### config.mk
export PLATFORM = sky130hd
export DESIGN_NAME = dchan_status_reg
export DESIGN_NICKNAME = d
export VERILOG_FILES = /design/src/rtl/dchan_stat_pkg.sv /design/src/rtl/dchan_change_flag.sv /design/src/rtl/dchan_grant_flag.sv /design/src/rtl/dchan_read_port.sv /design/src/rtl/dchan_status_reg.sv
export SDC_FILE = /design/constraint.sdc
export NUM_CORES = 1
export LEC_CHECK = 0
export ABC_AREA = 1
export CORE_AREA = 2 2 39 41
export DETAILED_ROUTE_END_ITERATION = 12
export DIE_AREA = 0 0 41 43
export DONT_BUFFER_PORTS = 1
export HOLD_SLACK_MARGIN = 0.02
export MAX_ROUTING_LAYER = met4
export SLEW_MARGIN = 25
export SYNTH_ARGS = -nofsm -noshare
export SYNTH_HDL_FRONTEND = slang
export SYNTH_SLANG_ARGS = --single-unit
### constraint.sdc
create_clock -name clk -period 1.6 [get_ports clk]
set_clock_uncertainty 0.05 [all_clocks]
set_input_delay 0.32 -clock clk [delete_from_list [all_inputs] [get_ports clk]]
set_output_delay 0.32 -clock clk [all_outputs]
set_load 0.02 [all_outputs]
### src/rtl/dchan_stat_pkg.sv
package dchan_stat_pkg;

  // Source of a port's grant indication
  typedef enum logic {
    GSRC_DIRECT = 1'b0,  // external grant pin, active high
    GSRC_INVERT = 1'b1   // complement of the SCIT bit
  } grant_src_e;

  // A received byte counts as activity unless it equals the idle pattern
  function automatic logic byte_is_active(input logic [7:0] b,
                                          input logic [7:0] idle);
    return (b != idle);
  endfunction

endpackage

### src/rtl/dchan_change_flag.sv
module dchan_change_flag
  import dchan_stat_pkg::*;
#(
  parameter int          BYTE_W   = 8,
  parameter logic [7:0]  IDLE_VAL = 8'hFF
) (
  input  logic              clk,
  input  logic              rst,
  input  logic              soft_rst,
  input  logic              load,
  input  logic [BYTE_W-1:0] rx_byte,
  input  logic              clr,
  output logic              flag
);

  logic set_evt;

  always_comb begin
    set_evt = load && byte_is_active(rx_byte[7:0], IDLE_VAL);
  end

  // A set event wins over a clear so that an event coinciding with a read
  // survives into the next read.
  always_ff @(posedge clk) begin
    if (rst || soft_rst) begin
      flag <= 1'b0;
    end else if (set_evt) begin
      flag <= 1'b1;
    end else if (clr) begin
      flag <= 1'b0;
    end
  end

  assert_active_sets_R2: assert property (@(posedge clk) disable iff (rst)
    (load && (rx_byte[7:0] != IDLE_VAL) && !soft_rst) |=> flag);

  assert_idle_ignored_R3: assert property (@(posedge clk) disable iff (rst)
    (!flag && !soft_rst && !(load && (rx_byte[7:0] != IDLE_VAL))) |=> !flag);

  assert_sticky_R4: assert property (@(posedge clk) disable iff (rst)
    (flag && !clr && !soft_rst) |=> flag);

  assert_read_clears_R8: assert property (@(posedge clk) disable iff (rst)
    (clr && !(load && (rx_byte[7:0] != IDLE_VAL))) |=> !flag);

  assert_same_edge_kept_R9: assert property (@(posedge clk) disable iff (rst)
    (clr && load && (rx_byte[7:0] != IDLE_VAL) && !soft_rst) |=> flag);

endmodule

### src/rtl/dchan_grant_flag.sv
module dchan_grant_flag
  import dchan_stat_pkg::*;
(
  input  logic clk,
  input  logic rst,
  input  logic soft_rst,
  input  logic mode,
  input  logic grant_pin,
  input  logic scit_bit,
  input  logic clr,
  output logic flag
);

  grant_src_e src;
  logic       live_grant;

  always_comb begin
    src = grant_src_e'(mode);
    unique case (src)
      GSRC_DIRECT: live_grant = grant_pin;
      GSRC_INVERT: live_grant = ~scit_bit;
      default:     live_grant = 1'b0;
    endcase
  end

  // A read clears the flag; the next edge without a read samples the live
  // grant again.
  always_ff @(posedge clk) begin
    if (rst || soft_rst || clr) begin
      flag <= 1'b0;
    end else begin
      flag <= live_grant;
    end
  end

  assert_direct_follow_R5: assert property (@(posedge clk) disable iff (rst)
    (!clr && !soft_rst && !mode) |=> (flag == $past(grant_pin)));

  assert_invert_follow_R6: assert property (@(posedge clk) disable iff (rst)
    (!clr && !soft_rst && mode) |=> (flag == !$past(scit_bit)));

  assert_grant_cleared_R8: assert property (@(posedge clk) disable iff (rst)
    clr |=> !flag);

endmodule

### src/rtl/dchan_read_port.sv
module dchan_read_port #(
  parameter int REG_W = 8
) (
  input  logic             clk,
  input  logic             rst,
  input  logic             soft_rst,
  input  logic             rd_en,
  input  logic [REG_W-1:0] status,
  output logic [REG_W-1:0] rd_data
);

  always_ff @(posedge clk) begin
    if (rst || soft_rst) begin
      rd_data <= '0;
    end else if (rd_en) begin
      rd_data <= status;
    end
  end

  assert_read_capture_R7: assert property (@(posedge clk) disable iff (rst)
    (rd_en && !soft_rst) |=> (rd_data == $past(status)));

  assert_read_hold_R7: assert property (@(posedge clk) disable iff (rst)
    (!rd_en && !soft_rst) |=> $stable(rd_data));

endmodule

### src/rtl/dchan_status_reg.sv
module dchan_status_reg
  import dchan_stat_pkg::*;
#(
  parameter int         NUM_PORTS = 4,
  parameter int         NUM_GRANT = 2,
  parameter int         BYTE_W    = 8,
  parameter int         REG_W     = 8,
  parameter logic [7:0] IDLE_VAL  = 8'hFF
) (
  input  logic                          clk,
  input  logic                          rst,
  input  logic                          soft_rst,
  input  logic [NUM_PORTS*BYTE_W-1:0]   rx_byte,
  input  logic [NUM_PORTS-1:0]          rx_load,
  input  logic [NUM_GRANT-1:0]          grant_in,
  input  logic [NUM_GRANT-1:0]          scit_in,
  input  logic                          grant_mode,
  input  logic                          rd_en,
  output logic [REG_W-1:0]              rd_data
);

  // Change flags occupy the low bits, grant flags sit directly above them,
  // and anything left over is reserved and reads as zero.
  localparam int GRANT_LSB = NUM_PORTS;
  localparam int USED_BITS = NUM_PORTS + NUM_GRANT;

  logic [NUM_PORTS-1:0] chg_flags;
  logic [NUM_GRANT-1:0] gnt_flags;
  logic [REG_W-1:0]     status;

  for (genvar p = 0; p < NUM_PORTS; p++) begin : g_chg
    dchan_change_flag #(
      .BYTE_W   (BYTE_W),
      .IDLE_VAL (IDLE_VAL)
    ) u_chg (
      .clk      (clk),
      .rst      (rst),
      .soft_rst (soft_rst),
      .load     (rx_load[p]),
      .rx_byte  (rx_byte[p*BYTE_W +: BYTE_W]),
      .clr      (rd_en),
      .flag     (chg_flags[p])
    );
  end

  for (genvar g = 0; g < NUM_GRANT; g++) begin : g_gnt
    dchan_grant_flag u_gnt (
      .clk       (clk),
      .rst       (rst),
      .soft_rst  (soft_rst),
      .mode      (grant_mode),
      .grant_pin (grant_in[g]),
      .scit_bit  (scit_in[g]),
      .clr       (rd_en),
      .flag      (gnt_flags[g])
    );
  end

  always_comb begin
    status = '0;
    status[NUM_PORTS-1:0]            = chg_flags;
    status[GRANT_LSB +: NUM_GRANT]   = gnt_flags;
  end

  dchan_read_port #(
    .REG_W (REG_W)
  ) u_rdport (
    .clk      (clk),
    .rst      (rst),
    .soft_rst (soft_rst),
    .rd_en    (rd_en),
    .status   (status),
    .rd_data  (rd_data)
  );

  if (USED_BITS < REG_W) begin : g_rsvd_chk
    assert_rsvd_zero_R1: assert property (@(posedge clk) disable iff (rst)
      rd_data[REG_W-1:USED_BITS] == '0);
  end

  assert_hw_reset_R10: assert property (@(posedge clk)
    rst |=> (rd_data == '0 && status == '0));

  assert_soft_reset_R11: assert property (@(posedge clk) disable iff (rst)
    soft_rst |=> (rd_data == '0 && status == '0));

endmodule

==> summary.md, run 1 <==
| Metric | Value |
|---|---|
| Outcome | finished, final reports clean |
| Ports | 53 |
| Synthesized flop and latch total | 12 |
| Final WL | between 1000 and 1500 um |
| Final Hold Fails | 0 |
| DRC Markers | 0 |
| Pins over their slew limit | 0 |
| Setup violations, final | 0 |
| Die area | around 1800 um^2 |
| Unique masters post-synth | 11 |
| Routed Antenna Nets | 0 |
| CTS tree | yes |
| CTS max path bufs | 2 |
| Post-synthesis mux area share | 0% |
| Vias in the first global route | between 400 and 500 |
| Number of I/O port buffers | 0 |
| Area contributors post-synth | dfxtp_1 41%, nand2_1 30%, nor2_1 7.8%, a21oi_1 6.9%, inv_1 4.5% |
| Clock Power Share | between 40 and 50% |
| Syn_area_per_cell | between 6 and 7 um^2 |
| GR Overflow Total | 0 |
| Mapped Area | a little under 600 um^2 |
| Number of antenna violations at the first check in global routing | 0 |
| Drt pass-1 iters | 4 |
| Die Width | roughly 40 um |
| Sequential fraction of the synthesis area | about two fifths |
| Top cell type by total area after synthesis | dfxtp_1 |
| Worst-path maximum fanout | 2 |
| Inserted Diodes | 0 |
| Top-area cell type share of the netlist area | approximately two fifths |
| Sequential power share | a little over half |
| Power share of the combinational group | under 10% |
| Cts bufs inserted | 3 |
| Fin util | between 40% and 50% |
| RD Place Congestion | 0.6960 |
| Min-delay worst type | primary input to flip-flop |
| VDD IR-drop max | between 0.6 and 0.7 mV |
| Fmax | between 900 and 1000 MHz |
| Cell Pwr Density | between 900 and 1000 nW/um^2 |
| Clk Latency, worst-skew pair | 0.27 ns |
| CP startpoint kind | flip-flop |
| Dpl cells | between 100 and 150 |
| Max-cap viol count | 0 |
| CTS sink cnt | 12 |
| Post-DP HPWL | between 800 and 900 um |
| Hold buffers post-CTS | 0 |
| Yosys warning count | 0 |
| Place WS | roughly 0.70 ns |
| Multi-input gate area in the final layout | just under 300 um^2 |
| Nets | roughly 140 |
| Fin cells | 113 |
| Sw Share | a little under a quarter |
| DR WL/cell | 9.168 um |
| Psw | about 0.13 mW |
| Post-layout min period | around 1.1 ns |
| Cell Rows | 14 |
| Vias | roughly 530 |
| Critical Path AT | between 0.7 and 0.8 ns |
| First DRT Iteration DRCs | 5 |
| Post-CTS Setup Repair Bufs | 0 |
| Most frequent cells in the layout | 46 x nand2_1, 12 x nor2_1, 12 x dfxtp_1 |
| Int Pwr | around 0.46 mW |
| Synth Area in Adders | 0% |
| Global Route Usage Sum | 14.34% |
| Fillers | roughly 170 |
| Avg Vias per Cell | 4.708 |
| Power Total | slightly below 0.6 mW |
| Crit Path Class | flip-flop to primary output |
| Die Span Y | 43 um |
| Register area | approximately 240 um^2 |
| Period Utilization, post-route | between 60% and 70% |
| Cts repair resizes | 0 |
| Clock tree root buffer cell | clkbuf_4 |
| Share of cells above drive strength 1 | around a tenth |
| Worst Path Required | around 1.2 ns |
| XOR/XNOR Fraction of Synth Area | 0% |
| Post-route setup slack | 0.5046 ns |
| Pin count of the biggest net entering global routing | 11 |
| Synthesized netlist cell count | 94 |
| Initial Util | between 40% and 50% |
| Global-route wire length before repair | 1628 um |
| P&R area growth vs syn | 7.775% |
| Leak Pwr | 0.2886 nW |
| Core area | roughly 1400 um^2 |
| RSZ-0062 raised after global routing | no |
| Fin Setup TNS | 0 ns |
| Compound-cell area share of the yosys netlist | 6.911% |
| Clk pin slew, worst setup/hold paths | approximately 0.080 ns |
| Post-Synth Simple-Gate Area | roughly 43% |
| Commonest non-fill, non-tap cell in the layout | nand2_1 |
| H-tree depth | 1 |
| CP endpoint kind | primary output |
| Main combinational cell family by area after synthesis | simple AND/OR/NAND/NOR gates |
per-layer routing:
layer	track usage, %	part of all wire (%)
met5	-	0
met4	6.000	1.4
met3	8.901	13
met2	21.88	44
met1	13.96	41
Yosys cell counts, drive strengths merged:
master	n
buf	2
a21oi	8
nand2	47
nand3	1
dfxtp	12
or2	2
nor2	12
inv	9
conb	1
metrics by stage:
stage	instance area, um^2	hold slack, ns
2_1_floorplan	583.1	0.3757
3_3_place_gp	588.1	0.3880
3_5_place_dp	588.1	0.3907
4_1_cts	624.3	0.1128
5_1_grt	624.3	0.1144
6_report	624.3	0.1228
flip-flops by register name, summed over array words and instances (netlist names):
register          flops
g_chg.u_chg.flag      4
g_gnt.u_gnt.flag      2
u_rdport.rd_data      6
final timing paths:
kind / startpoint / end / slack [ns] / cells past startpoint
worst max-delay path: u_rdport.rd_data[4]$_SDFFE_PP0P_ / rd_data[4] / 0.50 / 0
worst min-delay path: rd_en / u_rdport.rd_data[5]$_SDFFE_PP0P_ / 0.12 / 2
worst max register to register: u_rdport.rd_data[2]$_SDFFE_PP0P_ / u_rdport.rd_data[2]$_SDFFE_PP0P_ / 0.84 / 2
worst min register to register: g_chg[2].u_chg.flag$_SDFFE_PP0P_ / g_chg[2].u_chg.flag$_SDFFE_PP0P_ / 0.40 / 2
cells by family after synthesis:
family                 after synthesis
and+or+nand+nor                     62
DFF                                 12
buffers and inverters               11
AOI/OAI and AO/OA                    8
other                                1
cell type report:
class	count	area share, %
tap	16	3.206
inverter	9	5.411
multi-input combinational	72	47.09
sequential	12	38.48
clock buffer	4	5.812
power groups by stage:
stage | Clock [mW] | Combinational [mW] | Sequential (mW)
after floorplan | 0 | 0.0433 | 0.319
after global placement | 0 | 0.0447 | 0.319
after detailed placement | 0 | 0.0458 | 0.319
after CTS | 0.249 | 0.0461 | 0.312
after global routing | 0.260 | 0.0539 | 0.314
final | 0.239 | 0.0449 | 0.312
No activity file was read; power rests on OpenSTA's default activity.
==> run 2: changes to the inputs <==
--- a/config.mk
+++ b/config.mk
@@ -5,7 +5,7 @@
 export SDC_FILE = /design/constraint.sdc
 export NUM_CORES = 1
 export LEC_CHECK = 0
-export ABC_AREA = 1
+export ABC_AREA = 0
 export CORE_AREA = 2 2 39 41
 export DETAILED_ROUTE_END_ITERATION = 12
 export DIE_AREA = 0 0 41 43
==> constraint.sdc (replaced) <==
create_clock -name clk -period 1.04 [get_ports clk]
set_clock_uncertainty 0.05 [all_clocks]
set_input_delay 0.208 -clock clk [delete_from_list [all_inputs] [get_ports clk]]
set_output_delay 0.208 -clock clk [all_outputs]
set_load 0.02 [all_outputs]
==> summary.md, run 2 <==
| Metric | Value |
|---|---|
| Syn_area_per_cell | 9.585 um^2 (+56%) |
| Post-DP Area | 526.8 um^2 (-10%) |
| Clk pin slew, worst setup/hold paths | 0.08 ns (about the same) |
| VDD IR-drop max | 0.6517 mV (-2.7%) |
| Avg Vias per Cell | 5.365 (+14%) |
| Crit Path Class | flip-flop to primary output |
| Die area | 1763 um^2 (unchanged) |
| CP endpoint kind | primary output |
| Die Width | 41 um (unchanged) |
| Ports | 53 (unchanged) |
| Post-CTS Setup Repair Bufs | 0 (unchanged) |
| Max reg flops | 6 (unchanged) |
| Pin count of the biggest net entering global routing | 13 (+2) |
| Largest regs | u_rdport.rd_data (6), g_chg.u_chg.flag (4), g_gnt.u_gnt.flag (2) |
| Cts bufs inserted | 3 (unchanged) |
| Synth top cells by count | 12 x dfxtp_1, 8 x mux2i_1, 8 x nand4_1 |
| Inserted Diodes | 0 (unchanged) |
| Fmax | ~1000 MHz |
| CTS max path bufs | 2 (unchanged) |
| Leak Pwr | 0.2088 nW (-28%) |
| Number of I/O port buffers | 0 (unchanged) |
| GR Overflow Total | 0 (unchanged) |
| Commonest non-fill, non-tap cell in the layout | dfxtp_1 |
| Die Span Y | 43 um (unchanged) |
| CTS sink cnt | 12 (unchanged) |
| Outcome | finished, final reports clean |
| Pins over their slew limit | 0 (unchanged) |
| Top cell type by total area after synthesis | dfxtp_1 |
| Top-area cell type share of the netlist area | 44.76% (+3.3 points) |
| Post-route cell area | 573.1 um^2 (-8.2%) |
| DR WL/cell | 13.03 um (+42%) |
| DRC Markers | 0 (unchanged) |
| Post-DP HPWL | 745.9 um (-9.7%) |
| Async set-reset flop share out of synthesis | 0% (unchanged) |
| Synthesized flop and latch total | 12 (unchanged) |
| RSZ-0062 raised after global routing | no |
| Post-route setup slack | 0.05048 ns (-0.4541 ns) |
| Clk Latency, worst-skew pair | 0.27 ns (about the same) |
| Critical Path AT | 0.73 ns (about the same) |
| Unique masters post-synth | 15 (+4) |
| Yosys warning count | 0 (unchanged) |
| Worst-path maximum fanout | 2 (unchanged) |
| Sequential fraction of the synthesis area | 44.76% (+3.3 points) |
| Top-count cell post-synth | dfxtp_1 |
| Final WL | 964 um (-6.9%) |
| Cts repair resizes | 0 (unchanged) |
| Routed Antenna Nets | 0 (unchanged) |
| Cell Rows | 14 (unchanged) |
| Drt pass-1 iters | 2 (-2) |
| Max-cap viol count | 0 (unchanged) |
| Setup violations, final | 0 (unchanged) |
| Cell Pwr Density | 1587 nW/um^2 (+66%) |
| Share of cells above drive strength 1 | 17.24% (+6.9 points) |
| First DRT Iteration DRCs | 1 (-4) |
| Fin Setup TNS | 0 ns (unchanged) |
| P&R area growth vs syn | 6.760% |
| Vias in the first global route | 351 (-21%) |
| Top_reg_cell synth | dfxtp_1 |
| Post-synth EDFFs | 0 (unchanged) |
| Place WS | 0.2246 ns (-0.4802 ns) |
| Global-route wire length before repair | 1428 um (-12%) |
| Number of antenna violations at the first check in global routing | 0 (unchanged) |
| Post-layout min period | ~0.99 ns |
| Clock tree root buffer cell | clkbuf_4 |
| Reg with most FFs | u_rdport.rd_data |
| Worst Path Required | 0.78 ns (-0.45 ns) |
| RD Place Congestion | 0.5835 (-16%) |
| Area contributors post-synth | dfxtp_1 45%, mux2i_1 15%, nand4_1 9.3%, a21oi_2 6.5%, nand2b_1 4.7% |
| Final Hold Fails | 0 (unchanged) |
| Vias | 397 (-25%) |
| Initial Util | 38.79% (-3.1 points) |
| Synthesized netlist cell count | 56 (-40%) |
| Core area | 1384 um^2 (unchanged) |
| CP startpoint kind | flip-flop |
| Mapped Area | 536.8 um^2 (-7.3%) |
| Fillers | 145 (-12%) |
| Nets | 104 (-27%) |
| Min-delay worst type | primary input to flip-flop |
| H-tree depth | 1 (unchanged) |
| Fin util | 41.41% (-3.7 points) |
| Global Route Usage Sum | 12.62% (-1.7 points) |
| Most frequent cells in the layout | 12 x dfxtp_1, 8 x nand4_1, 8 x mux2i_1 |
| Power Total | 0.9092 mW (+53%) |
| CTS tree | yes |
| Period Utilization, post-route | ~95% |
==> run 2: changes by cell type after synthesis, moves of 2 or more <==
cell      before  now
nor3_1         0    2
nand2_1       46    0
mux2i_1        0    8
nand4_1        0    8
nor2_1        12    6
a21oi_1        8    0
o21ai_0        0    2
or2_2          2    0
a21oi_2        0    4
o21ai_1        0    2
nand2b_1       0    4
inv_1          7    0
==> run 2: kinds of logic after synthesis <==
kind of cell	after synthesis	synth area share, %
other	1	0.6986
and+or+nand+nor	21	21.68
buffers and inverters	6	7.691
AOI/OAI and AO/OA	8	10.26
muxes	8	14.92
DFF	12	44.76
==> run 2: cell type report <==
cell class / count / area, um^2 / share of cell area (%)
Timing Repair Buffer: 1 / 10.01 / 1.747
Inverter: 2 / 7.507 / 1.310
Clock buffer: 4 / 36.28 / 6.332
Multi-Input combinational cell: 39 / 259.0 / 45.20
Tap cell: 16 / 20.02 / 3.493
Sequential cell: 12 / 240.2 / 41.92
==> run 2: per-stage QoR <==
step	hold slack, ns	instances
after global placement	0.2399	69
after CTS	0.03202	74
after global routing	0.03741	74
after floorplan	0.3426	57
final	0.04087	74
after detailed placement	0.2422	69
==> run 2: what timing repair did <==
action | in CTS | in global routing
endpoints found under the hold margin | 2 | 0
endpoints found under the setup margin | 0 | 0
hold buffers | 1 | 0
==> run 2: power breakdown <==
| part | internal [mW] | total, mW | switching, mW | leakage [nW] |
|---|---|---|---|---|
| sequential | 0.471 | 0.479 | 0.00850 | 0.0976 |
| clock | 0.213 | 0.371 | 0.158 | 0.0210 |
| combinational | 0.0303 | 0.0592 | 0.0289 | 0.0902 |
| total | 0.714 | 0.909 | 0.195 | 0.209 |
==> run 2: layer usage <==
metal	vias up	global-route usage, %	share of wire, %
li1	197	-	-
met1	172	13.73	37
met2	26	16.56	50
met3	2	6.283	12
met4	0	10.00	1.2
met5	-	-	0
==> run 2: worst paths after layout <==
path,cells after the start,from,slack [ns],to
worst max register to register,2,u_rdport.rd_data[0]$_SDFFE_PP0P_,0.28,u_rdport.rd_data[0]$_SDFFE_PP0P_
worst min register to register,2,g_gnt[1].u_gnt.flag$_SDFF_PP0_,0.42,u_rdport.rd_data[5]$_SDFFE_PP0P_
worst max-delay path,0,u_rdport.rd_data[0]$_SDFFE_PP0P_,0.05,rd_data[0]
worst min-delay path,2,rd_en,0.04,u_rdport.rd_data[5]$_SDFFE_PP0P_
